`config.mk`:
```
export PLATFORM = sky130hd
export DESIGN_NAME = wave_lut_sequencer
export DESIGN_NICKNAME = d
export VERILOG_FILES = /design/src/rtl/lutseq_pkg.sv /design/src/rtl/lutseq_ctrl.sv /design/src/rtl/lutseq_datapath.sv /design/src/rtl/wave_lut_sequencer.sv
export SDC_FILE = /design/constraint.sdc
export NUM_CORES = 1
export LEC_CHECK = 0
export ABC_AREA = 1
export ABC_CLOCK_PERIOD_IN_PS = 1600
export CORE_MARGIN = 5
export CORE_UTILIZATION = 51
export DETAILED_ROUTE_END_ITERATION = 8
export DONT_BUFFER_PORTS = 1
export PLACE_DENSITY = 0.76
export SLEW_MARGIN = 20
export SYNTH_ARGS = -nofsm -noshare
export SYNTH_HDL_FRONTEND = slang
export SYNTH_SLANG_ARGS = --single-unit
```
`constraint.sdc`:
```
create_clock -name clk -period 1.6 [get_ports clk]
set_clock_uncertainty 0.1 [all_clocks]
set_input_delay 0.08 -clock clk [delete_from_list [all_inputs] [get_ports clk]]
set_output_delay 0.08 -clock clk [all_outputs]
set_load 0.05 [all_outputs]
```
`src/rtl/lutseq_pkg.sv`:
```
package lutseq_pkg;

  // Samples per bit is 2**SAMPLE_W
  localparam int SAMPLE_W = 2;

  typedef enum logic [1:0] {
    PH_ADDR_LO = 2'd0,
    PH_ADDR_HI = 2'd1,
    PH_DATA_LO = 2'd2,
    PH_DATA_HI = 2'd3
  } phase_e;

  // Strobes from control to datapath
  typedef struct packed {
    phase_e              phase;
    logic [SAMPLE_W-1:0] sampleIdx;
    logic                capLow;
    logic                loadDac;
    logic                shiftBit;
  } seqCtl_t;

endpackage

```
`src/rtl/lutseq_ctrl.sv`:
```
module lutseq_ctrl
  import lutseq_pkg::*;
#(
  parameter int SLOT_W = 2  // tx clocks per sample is 2**SLOT_W
) (
  input  logic    clk,
  input  logic    rst,
  output seqCtl_t ctl,
  output logic    bitStrobe
);

  localparam int CNT_W = 2 + SLOT_W + SAMPLE_W;

  logic [CNT_W-1:0] cycCnt;

  always_ff @(posedge clk) begin
    if (rst) cycCnt <= '0;
    else     cycCnt <= cycCnt + 1'b1;
  end

  assign ctl.phase     = phase_e'(cycCnt[1:0]);
  assign ctl.sampleIdx = cycCnt[CNT_W-1 -: SAMPLE_W];
  assign ctl.capLow    = (cycCnt[1:0] == 2'd2);
  assign ctl.loadDac   = (cycCnt[1:0] == 2'd3);
  assign ctl.shiftBit  = &cycCnt;
  assign bitStrobe     = ctl.shiftBit;

  // the phase sequence wraps from the last data phase back to address low
  p_phase_wrap_r2: assert property (@(posedge clk) disable iff (rst)
    (ctl.phase == PH_DATA_HI) |=> (ctl.phase == PH_ADDR_LO));

  // the bit strobe never lasts two cycles
  p_strobe_single_r8: assert property (@(posedge clk) disable iff (rst)
    bitStrobe |=> !bitStrobe);

  // a new bit always starts at sample 0, phase 0
  p_strobe_realign_r5: assert property (@(posedge clk) disable iff (rst)
    bitStrobe |=> (ctl.sampleIdx == '0 && ctl.phase == PH_ADDR_LO));

endmodule

```
`src/rtl/lutseq_datapath.sv`:
```
module lutseq_datapath
  import lutseq_pkg::*;
#(
  parameter int          HIST_W  = 9,
  parameter int          OUT_W   = 6,
  parameter int          IN_W    = 4,
  parameter int          DAC_W   = 2 * IN_W,
  parameter logic [DAC_W-1:0] DAC_MID = DAC_W'(1) << (DAC_W - 1)
) (
  input  logic             clk,
  input  logic             rst,
  input  seqCtl_t          ctl,
  input  logic             txBitIn,
  input  logic [IN_W-1:0]  lutData,
  output logic [OUT_W-1:0] lutAddr,
  output logic [DAC_W-1:0] dacValue
);

  localparam int ADDR_W = HIST_W + 1 + SAMPLE_W;

  logic              curBit;
  logic [HIST_W-1:0] bitHist;
  logic [ADDR_W-1:0] fullAddr;
  logic [IN_W-1:0]   lowNib;
  logic [DAC_W-1:0]  dacReg;

  // Bit history: current bit moves into the newest history slot on the strobe
  always_ff @(posedge clk) begin
    if (rst) curBit <= 1'b0;
    else if (ctl.shiftBit) curBit <= txBitIn;
  end

  generate
    if (HIST_W > 1) begin : g_histShift
      always_ff @(posedge clk) begin
        if (rst) bitHist <= '0;
        else if (ctl.shiftBit) bitHist <= {bitHist[HIST_W-2:0], curBit};
      end
    end else begin : g_histSingle
      always_ff @(posedge clk) begin
        if (rst) bitHist <= '0;
        else if (ctl.shiftBit) bitHist <= curBit;
      end
    end
  endgenerate

  assign fullAddr = {bitHist, curBit, ctl.sampleIdx};

  // Address half multiplexer
  always_comb begin
    unique case (ctl.phase)
      PH_ADDR_LO: lutAddr = fullAddr[OUT_W-1:0];
      PH_ADDR_HI: lutAddr = OUT_W'(fullAddr[ADDR_W-1:OUT_W]);
      default:    lutAddr = '0;
    endcase
  end

  // Double-buffered sample capture
  always_ff @(posedge clk) begin
    if (rst) lowNib <= '0;
    else if (ctl.capLow) lowNib <= lutData;
  end

  always_ff @(posedge clk) begin
    if (rst) dacReg <= DAC_MID;
    else if (ctl.loadDac) dacReg <= {lutData, lowNib};
  end

  assign dacValue = dacReg;

  // DAC holds outside the final data phase
  p_dac_stable_r7: assert property (@(posedge clk) disable iff (rst)
    !ctl.loadDac |=> $stable(dacValue));

  // the old current bit lands in the newest history slot
  p_hist_shift_r9: assert property (@(posedge clk) disable iff (rst)
    ctl.shiftBit |=> (bitHist[0] == $past(curBit)));

  // without the strobe the bit state does not move
  p_hist_hold_r9: assert property (@(posedge clk) disable iff (rst)
    !ctl.shiftBit |=> ($stable(bitHist) && $stable(curBit)));

endmodule

```
`src/rtl/wave_lut_sequencer.sv`:
```
module wave_lut_sequencer
  import lutseq_pkg::*;
#(
  parameter int HIST_W = 9,
  parameter int SLOT_W = 2,
  parameter int OUT_W  = 6,
  parameter int IN_W   = 4
) (
  input  logic              clk,
  input  logic              rst,
  input  logic              txBitIn,
  input  logic [IN_W-1:0]   lutData,
  output logic [OUT_W-1:0]  lutAddr,
  output logic [1:0]        lutPhase,
  output logic              bitStrobe,
  output logic [2*IN_W-1:0] dacValue
);

  seqCtl_t ctl;

  lutseq_ctrl #(.SLOT_W(SLOT_W)) u_ctrl (
    .clk       (clk),
    .rst       (rst),
    .ctl       (ctl),
    .bitStrobe (bitStrobe)
  );

  lutseq_datapath #(
    .HIST_W (HIST_W),
    .OUT_W  (OUT_W),
    .IN_W   (IN_W)
  ) u_dp (
    .clk      (clk),
    .rst      (rst),
    .ctl      (ctl),
    .txBitIn  (txBitIn),
    .lutData  (lutData),
    .lutAddr  (lutAddr),
    .dacValue (dacValue)
  );

  assign lutPhase = ctl.phase;

endmodule

```
==> insert_results.sql <==
INSERT INTO impl_metrics (metric_group, metric, value, unit) VALUES
('status', 'status', 'finished, final reports clean', ''),
('logic_synthesis', 'seq_area_frac_synth', '46.8', '%'),
('clock_tree', 'clock_latency_of_the_later_clocked_register_in_the_worst_skew_pair', '0.32', 'ns'),
('setup_path', 'slowest_delay', '0.41', 'ns'),
('placement', 'dp.cells', '208', ''),
('finish', 'design_area', '1570', 'um^2'),
('setup_path', 'cp.arrival', '1.36', 'ns'),
('clock_tree', 'cts-root-to-sink-buffers', '2', ''),
('drt', 'finalWirelength', '2.54', 'mm'),
('global_routing', 'grt_antenna_before_repair', '0', ''),
('run', 'timing.max_cap.violations', '0', ''),
('logic_synthesis', 'ys.flop_type', 'sky130_fd_sc_hd__dfxtp_1', ''),
('logic_synthesis', 'synth-edff-count', '0', ''),
('logic_synthesis', 'synth_area_leaders', 'sky130_fd_sc_hd__dfxtp_1, sky130_fd_sc_hd__nor2_1, sky130_fd_sc_hd__inv_1', ''),
('logic_synthesis', 'synth_warnings', '0', ''),
('setup_path', 'timing.critical_path.buf_inv', '3', ''),
('sta', 'max_slew.worst_pin.slew', '0.239', 'ns'),
('clock_tree', 'cts_sinks', '28', ''),
('floorplanning', 'num_rows', '17', ''),
('sta', 'maxSlewHeadroom', '84.0', '%'),
('min_path', 'min_path_type', 'input port to flip-flop', ''),
('logic_synthesis', 'synth.most_common_cell', 'sky130_fd_sc_hd__nor2_1', ''),
('clock_tree', 'tritoncts', 'done', ''),
('sta', 'top_achievable_clock_speed', '0.648', 'GHz'),
('setup_path', 'critPathKind', 'flip-flop to output port', ''),
('setup_path', 'critical_path_depth', '5', ''),
('finish', 'diodes', '0', ''),
('placement', 'place_worst_setup_slack', '0.199', 'ns'),
('setup_path', 'crit_path_max_fanout', '5', ''),
('sta', 'setup_ws', '0.0559', 'ns'),
('setup_path', 'worst-endpoint-required', '1.42', 'ns'),
('setup_path', 'critical_path.startpoint_type', 'flip-flop', ''),
('sta', 'final_hold_viol_count', '0', ''),
('finish', 'multi_input_comb_area', '571', 'um^2'),
('setup_path', 'critical-path-top-delay-family', 'flip-flops', ''),
('logic_synthesis', 'asyncSetResetFlopFracSynth', '0', '%'),
('clock_tree', 'worst_setup_hold_path_clk_slew', '0.14', 'ns'),
('placement', 'placement.cell_area', '1360', 'um^2'),
('clock_tree', 'h-tree-depth', '1', ''),
('floorplanning', 'die_w', '58.5', 'um'),
('power', 'power_density', '783', 'nW/um^2'),
('power', 'report.power.total', '1.23', 'mW'),
('placement', 'dpl.hpwl', '1.82', 'mm'),
('sta', 'timing.final.crit_share', '96.5', '%'),
('clock_tree', 'clock_tree.root_cell', 'sky130_fd_sc_hd__clkbuf_4', ''),
('logic_synthesis', 'post_synth_top_cells', 'sky130_fd_sc_hd__nor2_1, sky130_fd_sc_hd__dfxtp_1, sky130_fd_sc_hd__inv_1', ''),
('power', 'ir_drop', '0.536', 'mV'),
('sta', 'setup-violations-final', '0', ''),
('setup_path', 'timing.reg2reg.worst_path_depth', '6', ''),
('logic_synthesis', 'synth.avg_cell_area', '7.22', 'um^2'),
('sta', 'drv_slew', '0', ''),
('logic_synthesis', 'synthesis.nets', '177', ''),
('global_routing', 'grt_start_max_net_pins', '26', ''),
('sta', 'grt_setup_unrepaired', 'yes', ''),
('logic_synthesis', 'synth_top_area_share', '46.8', '%'),
('global_routing', 'grtUsageTotal', '15.6', '%'),
('sta', 'min_tclk_post_route', '1.54', 'ns'),
('floorplanning', 'floorplan.io_pins', '24', ''),
('drt', 'route.detailed.vias_per_inst', '4.96', ''),
('logic_synthesis', 'yosysUniqueCellTypes', '17', ''),
('floorplanning', 'chipHeight', '58.5', 'um'),
('floorplanning', 'core_region_area', '2230', 'um^2'),
('drt', 'firstDrtPassIters', '4', ''),
('placement', 'place_congestion', '0.853', ''),
('power', 'cellLeakagePower', '0.682', 'nW'),
('setup_path', 'cp-end-kind', 'output port', ''),
('finish', 'register_area', '568', 'um^2'),
('drt', 'route.vias.total', '1111', ''),
('min_path', 'hold_depth', '2', ''),
('setup_path', 'timing.critical_path.cells', 'inv_4 -> ha_4 -> inv_2 -> o22ai_2 -> buf_4', ''),
('clock_tree', 'cts-buffers-inserted', '3', '');
-- flip-flops by register name, summed over array words and instances (netlist names) --
name	count
u_ctrl.cycCnt	6
u_dp.dacValue	8
u_dp.bitHist	9
u_dp.lowNib	4
u_dp.curBit	1
-- worst paths after layout --
check	slack, ns	to	startpoint
setup / recovery	0.06	lutAddr[2]	u_ctrl.cycCnt[0]
hold / removal	0.34	u_ctrl.cycCnt[1]	rst
hold reg to reg	0.40	u_dp.bitHist[0]	u_dp.bitHist[0]
setup reg to reg	0.25	u_dp.curBit	u_ctrl.cycCnt[0]
-- cells in the final DEF (no fill, tap or decap) --
cell                             n
sky130_fd_sc_hd__nor2_1         48
sky130_fd_sc_hd__dfxtp_1        26
sky130_fd_sc_hd__buf_4          23
sky130_fd_sc_hd__nand2_1        20
sky130_fd_sc_hd__inv_1          17
sky130_fd_sc_hd__o21ai_0        13
sky130_fd_sc_hd__nand3_1        12
sky130_fd_sc_hd__dlygate4sd3_1   6
sky130_fd_sc_hd__inv_2           3
sky130_fd_sc_hd__o22ai_2         3
sky130_fd_sc_hd__a21oi_1         3
sky130_fd_sc_hd__ha_4            3
sky130_fd_sc_hd__clkbuf_4        3
sky130_fd_sc_hd__buf_6           3
sky130_fd_sc_hd__o21ai_1         2
sky130_fd_sc_hd__inv_4           2
sky130_fd_sc_hd__dfxtp_4         2
sky130_fd_sc_hd__nand2_2         1
sky130_fd_sc_hd__nand3_2         1
sky130_fd_sc_hd__nor2_2          1
sky130_fd_sc_hd__o22ai_1         1
sky130_fd_sc_hd__nor2_4          1
sky130_fd_sc_hd__ha_1            1
sky130_fd_sc_hd__buf_12          1
-- power breakdown --
| part | leakage, nW | switching, mW | total, mW | internal, mW |
|---|---|---|---|---|
| sequential | 0.228 | 0.0211 | 0.745 | 0.724 |
| combinational | 0.440 | 0.137 | 0.210 | 0.0737 |
| clock | 0.0138 | 0.186 | 0.275 | 0.0881 |
| total | 0.682 | 0.344 | 1.23 | 0.886 |
-- per-layer routing --
metal | global-route usage, % | routed length [um]
met5 | 0 | 0
met4 | 8.28 | 30
met3 | 3.07 | 121
met2 | 26.3 | 1280
met1 | 18.6 | 1110
-- through the flow --
| stage | utilization (%) | setup TNS, ns |
|---|---|---|
| CTS | 66.4 | -0.00272 |
| detailed placement | 60.7 | 0 |
| finish | 70.3 | 0 |
| global placement | 60.7 | 0 |
| global route | 70.3 | -0.0348 |
| floorplan | - | -0.0591 |
-- final cells by class --
class	instances	area share (%)
flip-flops and latches	28	36.2
clock buffers	3	1.43
inverters	22	5.58
repair buffers	33	18.2
multi-input cells	110	36.3
well taps	28	2.23
-- repair_timing --
action                     in CTS  in global routing
buffers inserted                2                  5
setup endpoints to repair       7                  6
hold buffers                    6                  0
hold endpoints to repair       12                  0
pin swaps                       1                  0
resized for setup              12                 10
-- kinds of logic after synthesis --
kind of cell	count (synthesis)	share of synthesized area, %
AOI/OAI and AO/OA	22	9.60
adders and majority gates	4	4.18
DFF	28	46.8
buffers and inverters	28	10.3
and+or+nand+nor	84	29.1
Power figures use the tool's default switching activity.
